[config.mk]
export PLATFORM = sky130hd
export DESIGN_NAME = pf_access_check
export DESIGN_NICKNAME = d
export VERILOG_FILES = /design/src/rtl/pf_pkg.sv /design/src/rtl/pf_level_merge.sv /design/src/rtl/pf_rule_eval.sv /design/src/rtl/pf_code_gen.sv /design/src/rtl/pf_addr_capture.sv /design/src/rtl/pf_access_check.sv
export SDC_FILE = /design/constraint.sdc
export NUM_CORES = 1
export LEC_CHECK = 0
export CORE_UTILIZATION = 59
export DETAILED_ROUTE_END_ITERATION = 10
export DONT_BUFFER_PORTS = 1
export GPL_TIMING_DRIVEN = 0
export PLACE_DENSITY = 0.72
export SYNTH_ARGS = -nofsm -noshare
export SYNTH_HDL_FRONTEND = slang
export SYNTH_SLANG_ARGS = --single-unit
[constraint.sdc]
create_clock -name clk -period 2.92 [get_ports clk]
set_input_delay 0.584 -clock clk [delete_from_list [all_inputs] [get_ports clk]]
set_output_delay 0.584 -clock clk [all_outputs]
set_load 0.1 [all_outputs]
[src/rtl/pf_pkg.sv]
// Package: shared types and error-code bit positions for the page fault checker.
// Assumes a two-bit access kind; value 3 is decoded as a read.
package pf_pkg;
    typedef enum logic [1:0] {
        ACC_READ  = 2'd0,
        ACC_WRITE = 2'd1,
        ACC_FETCH = 2'd2,
        ACC_ALT   = 2'd3
    } acc_kind_e;

    localparam int PF_CODE_W = 5;
    localparam int PF_BIT_PROT  = 0;
    localparam int PF_BIT_WRITE = 1;
    localparam int PF_BIT_USER  = 2;
    localparam int PF_BIT_RSVD  = 3;
    localparam int PF_BIT_FETCH = 4;

    localparam logic [1:0] PF_USER_CPL = 2'd3;
endpackage

[src/rtl/pf_level_merge.sv]
// Module: folds per-level attribute bits into effective flags.
// Permissions combine with AND, denials with OR, by a generate chain per level.
// Assumes LEVELS >= 1; bit i belongs to walk level i.
module pf_level_merge #(
    parameter int LEVELS = 4
) (
    input  logic [LEVELS-1:0] present_i,
    input  logic [LEVELS-1:0] writable_i,
    input  logic [LEVELS-1:0] user_i,
    input  logic [LEVELS-1:0] nx_i,
    input  logic [LEVELS-1:0] rsvd_i,
    output logic              all_present_o,
    output logic              all_writable_o,
    output logic              all_user_o,
    output logic              any_nx_o,
    output logic              any_rsvd_o
);
    logic [LEVELS:0] pres_c, wr_c, us_c, nx_c, rs_c;

    assign pres_c[0] = 1'b1;
    assign wr_c[0]   = 1'b1;
    assign us_c[0]   = 1'b1;
    assign nx_c[0]   = 1'b0;
    assign rs_c[0]   = 1'b0;

    // One link of each chain per walk level.
    for (genvar g = 0; g < LEVELS; g++) begin : g_lvl
        assign pres_c[g+1] = pres_c[g] & present_i[g];
        assign wr_c[g+1]   = wr_c[g]   & writable_i[g];
        assign us_c[g+1]   = us_c[g]   & user_i[g];
        assign nx_c[g+1]   = nx_c[g]   | nx_i[g];
        assign rs_c[g+1]   = rs_c[g]   | rsvd_i[g];
    end

    assign all_present_o  = pres_c[LEVELS];
    assign all_writable_o = wr_c[LEVELS];
    assign all_user_o     = us_c[LEVELS];
    assign any_nx_o       = nx_c[LEVELS];
    assign any_rsvd_o     = rs_c[LEVELS];
endmodule

[src/rtl/pf_rule_eval.sv]
// Module: applies privilege, write-protect and no-execute rules to merged flags.
// Outputs the three fault classes and the decoded access attributes.
// Assumes merged inputs are from pf_level_merge; kind 3 decodes as read.
module pf_rule_eval
    import pf_pkg::*;
(
    input  logic [1:0] kind_i,
    input  logic [1:0] cpl_i,
    input  logic       wp_en_i,
    input  logic       all_present_i,
    input  logic       all_writable_i,
    input  logic       all_user_i,
    input  logic       any_nx_i,
    input  logic       any_rsvd_i,
    output logic       not_present_o,
    output logic       rsvd_viol_o,
    output logic       prot_viol_o,
    output logic       is_write_o,
    output logic       is_user_o,
    output logic       is_fetch_o
);
    logic user_deny, write_deny, exec_deny;

    // Decode access kind and privilege class.
    always_comb begin
        is_write_o = (acc_kind_e'(kind_i) == ACC_WRITE);
        is_fetch_o = (acc_kind_e'(kind_i) == ACC_FETCH);
        is_user_o  = (cpl_i == PF_USER_CPL);
    end

    // Evaluate each protection rule separately.
    always_comb begin
        user_deny  = is_user_o & ~all_user_i;
        write_deny = is_write_o & ~all_writable_i & (is_user_o | wp_en_i);
        exec_deny  = is_fetch_o & any_nx_i;
    end

    // Rank classes: not-present first, then reserved, then protection.
    always_comb begin
        not_present_o = ~all_present_i;
        rsvd_viol_o   = all_present_i & any_rsvd_i;
        prot_viol_o   = all_present_i & (user_deny | write_deny | exec_deny);
    end
endmodule

[src/rtl/pf_code_gen.sv]
// Module: forms the fault flag and the five-bit error code.
// Assumes fault classes arrive already ranked; the code is zero without a fault.
module pf_code_gen
    import pf_pkg::*;
(
    input  logic                 valid_i,
    input  logic                 not_present_i,
    input  logic                 rsvd_viol_i,
    input  logic                 prot_viol_i,
    input  logic                 is_write_i,
    input  logic                 is_user_i,
    input  logic                 is_fetch_i,
    output logic                 fault_o,
    output logic [PF_CODE_W-1:0] code_o
);
    // Gate the fault with the access strobe and pack the code fields.
    always_comb begin
        fault_o = valid_i & (not_present_i | rsvd_viol_i | prot_viol_i);
        code_o  = '0;
        if (fault_o) begin
            code_o[PF_BIT_PROT]  = ~not_present_i;
            code_o[PF_BIT_WRITE] = is_write_i;
            code_o[PF_BIT_USER]  = is_user_i;
            code_o[PF_BIT_RSVD]  = rsvd_viol_i;
            code_o[PF_BIT_FETCH] = is_fetch_i;
        end
    end
endmodule

[src/rtl/pf_addr_capture.sv]
// Module: faulting-address register, loaded only on a faulting access.
// Assumes synchronous active-low reset; resets to zero.
module pf_addr_capture #(
    parameter int VA_W = 48
) (
    input  logic            clk,
    input  logic            rst_n,
    input  logic            load_i,
    input  logic [VA_W-1:0] addr_i,
    output logic [VA_W-1:0] addr_o
);
    // Hold the last faulting address.
    always_ff @(posedge clk) begin
        if (!rst_n)      addr_o <= '0;
        else if (load_i) addr_o <= addr_i;
    end

    assert_capture_R9: assert property (@(posedge clk) disable iff (!rst_n)
        load_i |=> (addr_o == $past(addr_i)));
    assert_hold_R9: assert property (@(posedge clk) disable iff (!rst_n)
        !load_i |=> $stable(addr_o));
endmodule

[src/rtl/pf_access_check.sv]
// Module: top of the page access fault checker.
// Merges per-level attributes, applies the access rules, emits fault and
// error code combinationally and captures the faulting address.
// Assumes one access per cycle, qualified by acc_valid.
module pf_access_check
    import pf_pkg::*;
#(
    parameter int LEVELS = 4,
    parameter int VA_W   = 48
) (
    input  logic                 clk,
    input  logic                 rst_n,
    input  logic                 acc_valid,
    input  logic [1:0]           acc_kind,
    input  logic [1:0]           cpl,
    input  logic                 wp_en,
    input  logic [LEVELS-1:0]    lvl_present,
    input  logic [LEVELS-1:0]    lvl_writable,
    input  logic [LEVELS-1:0]    lvl_user,
    input  logic [LEVELS-1:0]    lvl_nx,
    input  logic [LEVELS-1:0]    lvl_rsvd,
    input  logic [VA_W-1:0]      lin_addr,
    output logic                 fault,
    output logic [PF_CODE_W-1:0] fault_code,
    output logic [VA_W-1:0]      fault_addr
);
    logic all_present, all_writable, all_user, any_nx, any_rsvd;
    logic not_present, rsvd_viol, prot_viol;
    logic is_write, is_user, is_fetch;

    pf_level_merge #(.LEVELS(LEVELS)) u_merge (
        .present_i      (lvl_present),
        .writable_i     (lvl_writable),
        .user_i         (lvl_user),
        .nx_i           (lvl_nx),
        .rsvd_i         (lvl_rsvd),
        .all_present_o  (all_present),
        .all_writable_o (all_writable),
        .all_user_o     (all_user),
        .any_nx_o       (any_nx),
        .any_rsvd_o     (any_rsvd)
    );

    pf_rule_eval u_rules (
        .kind_i         (acc_kind),
        .cpl_i          (cpl),
        .wp_en_i        (wp_en),
        .all_present_i  (all_present),
        .all_writable_i (all_writable),
        .all_user_i     (all_user),
        .any_nx_i       (any_nx),
        .any_rsvd_i     (any_rsvd),
        .not_present_o  (not_present),
        .rsvd_viol_o    (rsvd_viol),
        .prot_viol_o    (prot_viol),
        .is_write_o     (is_write),
        .is_user_o      (is_user),
        .is_fetch_o     (is_fetch)
    );

    pf_code_gen u_code (
        .valid_i       (acc_valid),
        .not_present_i (not_present),
        .rsvd_viol_i   (rsvd_viol),
        .prot_viol_i   (prot_viol),
        .is_write_i    (is_write),
        .is_user_i     (is_user),
        .is_fetch_i    (is_fetch),
        .fault_o       (fault),
        .code_o        (fault_code)
    );

    pf_addr_capture #(.VA_W(VA_W)) u_cap (
        .clk    (clk),
        .rst_n  (rst_n),
        .load_i (fault),
        .addr_i (lin_addr),
        .addr_o (fault_addr)
    );

    assert_notpresent_R1: assert property (@(posedge clk) disable iff (!rst_n)
        (acc_valid && !(&lvl_present)) |-> (fault && !fault_code[PF_BIT_PROT] && !fault_code[PF_BIT_RSVD]));
    assert_rsvd_R6: assert property (@(posedge clk) disable iff (!rst_n)
        (acc_valid && (&lvl_present) && (|lvl_rsvd)) |-> (fault && fault_code[PF_BIT_RSVD] && fault_code[PF_BIT_PROT]));
    assert_nx_R5: assert property (@(posedge clk) disable iff (!rst_n)
        (acc_valid && (&lvl_present) && acc_kind == 2'd2 && (|lvl_nx)) |-> (fault && fault_code[PF_BIT_FETCH]));
    assert_code_zero_R7: assert property (@(posedge clk) disable iff (!rst_n)
        !fault |-> (fault_code == '0));
    assert_idle_R8: assert property (@(posedge clk) disable iff (!rst_n)
        !acc_valid |=> $stable(fault_addr));
endmodule

==> results.md, run 1 <==
- Netlist cell types: 18
- Total Nets Final: 309
- Instance count on the critical path: 6
- Hold Path Depth: 2
- Grt met2 use: 0.362
- RSZ-0062 raised after global routing: no
- Via count: 1494
- WP buf/inv: 2
- Final worst-path cycle share: 0.955
- P&R area growth vs syn: 6.69%
- Fin crit period: 2.79 ns
- Post-CTS Setup Inserts: 0
- Max VDD drop: 0.479 mV
- Overflow after GRT: 0
- Post-synth top flop: dfxtp_1
- TritonCTS clock tree: built
- Post-Route WL: 4.05 mm
- Initial Utilization: 0.618
- Drt drc: 0
- RePlAce Congestion: 0.670
- Worst Skew: 0 ns
- Gr usage total: 0.208
- Post-synth net total: 302
- Area leader, netlist: dfxtp_1
- Initial antenna violation count: 0
- Status: finished, final reports clean
- Row cnt: 21
- CP peak stage delay: 0.54 ns
- Die area: 0.00376 sq mm
- Final std cells w/o fill: 279
- Cell area after synthesis: 0.00208 sq mm
- Pleak: 0.000981 uW
- # Max-Cap Violations: 0
- FF-to-FF path depth: 2
- CP Data Arrival Time: 2.21 ns
- Vias/cell: 5.35
- Total inserted antenna cells: 0
- Gr busiest metal: met2
- # setup viols final: 0
- Top-area cell type share of the netlist area: 0.463
- Biggest regs: u_cap.addr_o: 48 flops
- Drt initial violations: 34
- Fmax: 359 MHz
- Max Slew Vio Count: 0
- Largest net degree at the start of global routing: 14
- Met3 usage: 0.0840
- Worst EP required: 2.34 ns
- TritonCTS buffer count: 5
- Synth Instances: 226
- Worst slew pin tran: 1.04 ns
- Pwr dens: 655 mW/mm^2
- HP Class: primary input to flip-flop
- Clk Latency, worst-skew pair: 0.34 ns
- M1 GR Usage: 0.225
- Largest cells by area after synthesis: dfxtp_1 46%, mux2i_1 23%, nand2_1 17%, buf_12 4.8%, clkbuf_1 2.0%
- Critical path's slowest cell: nor2b_4
- Cts hold-fix bufs: 0
- Seq/Total Area, Yosys: 0.463
- Layout cells sized above 1: 0.0815
- PortBufs: 0
- Routed WL per cell: 14.5 microns
- Synth warn: 0
- Final core occ: 0.659
- Longest Clk Path Bufs: 2
- CTS Sinks: 48
- Seq cells post-synth: 48
- CP Capture Type: output port
- Setup crit start kind: primary input
- Core Region: 0.00336 sq mm
- Post-DP HPWL: 3.16 mm
- Die height: 61.3 microns
- Synth top cells by count: 96 x nand2_1, 48 x dfxtp_1, 48 x mux2i_1
- Crit path max fanout: 10
- CP cell instances: nand2b_1 -> o32a_1 -> a21oi_1 -> buf_6 -> buf_12 -> nor2b_4
- Setup Crit Path Kind: primary input to output port
- Number of global-route vias before repair: 1325
- Max-slew headroom: 0.307
- Post-synth EDFFs: 0
- Inst Count DP: 272
- IO Pins: 130
- Top-count cell post-synth: nand2_1
- First-pass GRT wire length: 5.62 mm
- Htree depth: 2
- Max reg flops: 48
- Kind of cell adding the most delay to the critical path: simple AND/OR/NAND/NOR gates
- Hold Violations, Final: 0
- Die Wd: 61.3 microns
- Ys async rst share: 0
- Pre-antenna DRT Iters: 4
- Detail Route Antenna Nets: 0
- Biggest register: u_cap.addr_o
- CTS clk-pin slew, worst paths: 0.12 ns
- Mean area per synthesized cell: 9.19 sq um
- Root buf cell: clkbuf_4
[what timing repair did]
item / in CTS / in global routing
gates cloned: 0 / 0
resized for setup: 3 / 1
endpoints found under the setup margin: 3 / 1
pin swaps: 0 / 0
[worst reg2reg max path, stage by stage (launching register included)]
cell	delay [ns]
dfxtp_1	0.99
nand2_1	0.13
mux2i_1	0.18
[stage by stage]
step / hold slack (ns) / cell area, sq um / TNS (ns) / power, uW / setup WS [ns]
after floorplan: 0.726 / 2090 / -0.0593 / 1160 / -0.0593
after CTS: 0.343 / 2210 / 0 / 1470 / 0.00628
final: 0.357 / 2220 / 0 / 1450 / 0.131
after detailed placement: 0.734 / 2150 / -0.159 / 1190 / -0.140
after global placement: 0.730 / 2150 / -0.140 / 1180 / -0.134
after global routing: 0.327 / 2220 / 0 / 1520 / 0.0467
[where the power goes]
group / switching (uW) / leakage [uW] / internal, uW / total, uW
sequential: 325 / 0.000396 / 695 / 1020
clock: 189 / 0.0000281 / 89.1 / 278
combinational: 89.9 / 0.000557 / 63.9 / 154
total: 604 / 0.000981 / 848 / 1450
[kinds of logic (layout without fill, tap and decap cells)]
group	Yosys count	after routing	share of synthesized area
and+or+nand+nor	108	108	0.214
AOI/OAI and AO/OA	4	4	0.0169
DFF	48	48	0.463
muxes	48	48	0.231
buffers and inverters	18	25	0.0753
[worst paths after layout]
check                   start          endpoint  slack [ns]
min              lin_addr[18]  u_cap.addr_o[18]        0.36
max               acc_kind[1]     fault_code[1]        0.13
max reg2reg  u_cap.addr_o[20]  u_cap.addr_o[20]        1.56
min reg2reg  u_cap.addr_o[10]  u_cap.addr_o[10]        0.93
[layer usage]
| layer | up-vias | routed length [microns] |
|---|---|---|
| met2 | 75 | 2000 |
| li1 | 751 | - |
| met4 | 0 | 44 |
| met5 | - | 0 |
| met1 | 662 | 1720 |
| met3 | 6 | 296 |
[area by class of cell]
cell class,instances,area (sq um)
Inverter,1,3.75
Clock buffer,6,41.3
Buffer,17,153
Tap cell,46,57.6
Multi-Input combinational cell,160,995
Fill cell,292,1150
Clock inverter,1,5.00
Sequential cell,48,961
[cell usage in the layout, fill, tap and decap left out]
master,Yosys,final
nand2_1,96,96
mux2i_1,48,48
dfxtp_1,48,48
clkbuf_1,11,12
buf_12,5,5
clkbuf_4,0,5
nor2b_4,0,3
nand4_1,2,2
nand2b_1,2,2
a21oi_1,2,2
or4_4,1,1
a311oi_2,1,1
and4_1,1,1
nor4_1,1,1
o32a_1,1,1
inv_1,1,1
buf_6,1,1
and3_2,0,1
nor3b_4,0,1
clkinv_2,0,1
Note: power is estimated with default switching activity, not from simulation.
==> run 2: changes to the inputs <==
--- a/config.mk
+++ b/config.mk
@@ -5,11 +5,13 @@
 export SDC_FILE = /design/constraint.sdc
 export NUM_CORES = 1
 export LEC_CHECK = 0
-export CORE_UTILIZATION = 59
+export CELL_PAD_IN_SITES_DETAIL_PLACEMENT = 1
+export CELL_PAD_IN_SITES_GLOBAL_PLACEMENT = 2
+export CORE_UTILIZATION = 33
 export DETAILED_ROUTE_END_ITERATION = 10
 export DONT_BUFFER_PORTS = 1
 export GPL_TIMING_DRIVEN = 0
-export PLACE_DENSITY = 0.72
+export PLACE_DENSITY = 0.74
 export SYNTH_ARGS = -nofsm -noshare
 export SYNTH_HDL_FRONTEND = slang
 export SYNTH_SLANG_ARGS = --single-unit
==> run 2 against run 1 <==
The flow now finishes with violations (negative setup slack). Maximum frequency down 6.4%. Die area up 76%. Non-clock buffer count unchanged. Routed wire length up 21%. Worst hold slack better by 0.067 ns. Count of clock-buffer cells in the layout unchanged. Cell count up 11%. Global-route usage down 5.9 points. Critical endpoint is now fault_code[0].
==> results.md, run 2 (synthesis gave the netlist of run 1 again) <==
- Max-slew headroom: 0.292
- Gr usage total: 0.148
- Setup crit start kind: primary input
- Hold Violations, Final: 0
- CP Capture Type: output port
- IO Pins: 130
- Row cnt: 28
- First-pass GRT wire length: 7.46 mm
- Initial Utilization: 0.347
- Drt drc: 0
- Die height: 81.3 microns
- Total Nets Final: 309
- Initial antenna violation count: 0
- Fmax: 335 MHz
- PortBufs: 0
- Largest net degree at the start of global routing: 15
- Cts hold-fix bufs: 0
- TritonCTS buffer count: 5
- TritonCTS clock tree: built
- CTS clk-pin slew, worst paths: 0.09 ns
- Layout cells sized above 1: 0.0855
- Post-Route WL: 4.90 mm
- # setup viols final: 2
- Via count: 1515
- # Max-Cap Violations: 0
- Drt initial violations: 22
- Max Slew Vio Count: 0
- Post-CTS Setup Inserts: 0
- Commonest non-fill, non-tap cell in the layout: nand2_1
- Biggest regs: u_cap.addr_o: 48 flops
- P&R area growth vs syn: 10.9%
- Worst Skew: 0 ns
- Clk Latency, worst-skew pair: 0.29 ns
- Longest Clk Path Bufs: 2
- Post-DP HPWL: 3.63 mm
- Overflow after GRT: 0
- Biggest register: u_cap.addr_o
- Max reg flops: 48
- Die area: 0.00662 sq mm
- Number of global-route vias before repair: 1544
- Die Wd: 81.3 microns
- Total power draw: 1640 uW
- Final worst-path cycle share: 1.02
- Final TNS setup: -0.121 ns
- Failing checks: negative setup slack
- Fin crit period: 2.98 ns
- RSZ-0062 raised after global routing: yes
- Htree depth: 2
- CP Data Arrival Time: 2.40 ns
- Final worst slack: -0.0609 ns
- Worst EP required: 2.34 ns
- HP Class: primary input to flip-flop
- Hold slack: 0.425 ns
- Total inserted antenna cells: 0
- Pleak: 0.00100 uW
- Status: finished, violations left
- CTS Sinks: 48
- Vias/cell: 4.90
- Crit path max fanout: 8
- Detail Route Antenna Nets: 0
- Core Region: 0.00599 sq mm
- Pwr dens: 714 mW/mm^2
- Pre-antenna DRT Iters: 4
- Routed WL per cell: 15.8 microns
- Worst slew pin tran: 1.06 ns
- Max VDD drop: 0.208 mV
- RePlAce Congestion: 0.644
- Setup Crit Path Kind: primary input to output port
- Commonest non-fill, non-tap cells in the layout: 96 x nand2_1, 48 x mux2i_1, 48 x dfxtp_1, 12 x clkbuf_1
- Root buf cell: clkbuf_8
-- run 2: cell count changes in the layout (fill, tap and decap cells not counted) --
cell       before  now
nor2b_4         3    1
clkbuf_4        5    0
bufinv_16       0    1
nor2b_2         0    2
clkbuf_8        0    5
-- run 2: final timing paths --
check                                 startpoint               end  slack (ns)  cells after the start
worst max-delay path                 acc_kind[1]     fault_code[0]       -0.06                      5
worst min-delay path                lin_addr[12]  u_cap.addr_o[12]        0.42                      2
worst max register to register  u_cap.addr_o[23]  u_cap.addr_o[23]        1.59                      2
worst min register to register  u_cap.addr_o[46]  u_cap.addr_o[46]        0.92                      2
-- run 2: worst max-delay path: stages --
cell and delay [ns]:
nand2b_1 0.17, o32a_1 0.37, a21oi_1 0.19, buf_6 0.21, nor2b_2 0.88
-- run 2: metal layers --
layer  wire length (microns)  up-vias  track usage
li1                        -      747            -
met1                    2060      700        0.173
met2                    2350       66        0.250
met3                     456        2       0.0562
met4                      25        0       0.0411
met5                       0        -            0
-- run 2: power by group --
group          switching [uW]  internal, uW
clock                     216           254
sequential                326           695
combinational            91.2          63.1
total                     632          1010
-- run 2: per-stage QoR --
step / cell area (sq um) / worst slack [ns] / utilization / cells
floorplan: 2090 / -0.0593 / - / 226
global placement: 2180 / -0.196 / 0.364 / 301
detailed placement: 2190 / -0.175 / 0.365 / 301
CTS: 2300 / -0.0701 / 0.385 / 309
global route: 2300 / -0.143 / 0.385 / 309
finish: 2300 / -0.0609 / 0.385 / 309
-- run 2: cell type report --
| cell class | count | area (sq um) |
|---|---|---|
| fill | 719 | 3690 |
| multi-input combinational | 160 | 985 |
| sequential | 48 | 961 |
| buffer | 17 | 153 |
| tap | 75 | 93.8 |
| clock buffer | 6 | 72.6 |
| clock inverter | 2 | 35.0 |
| inverter | 1 | 3.75 |
-- run 2: repair_timing --
item | 4_1_cts | 5_1_grt
gates cloned | 0 | 0
setup endpoints to repair | 3 | 2
resized for setup | 2 | 0
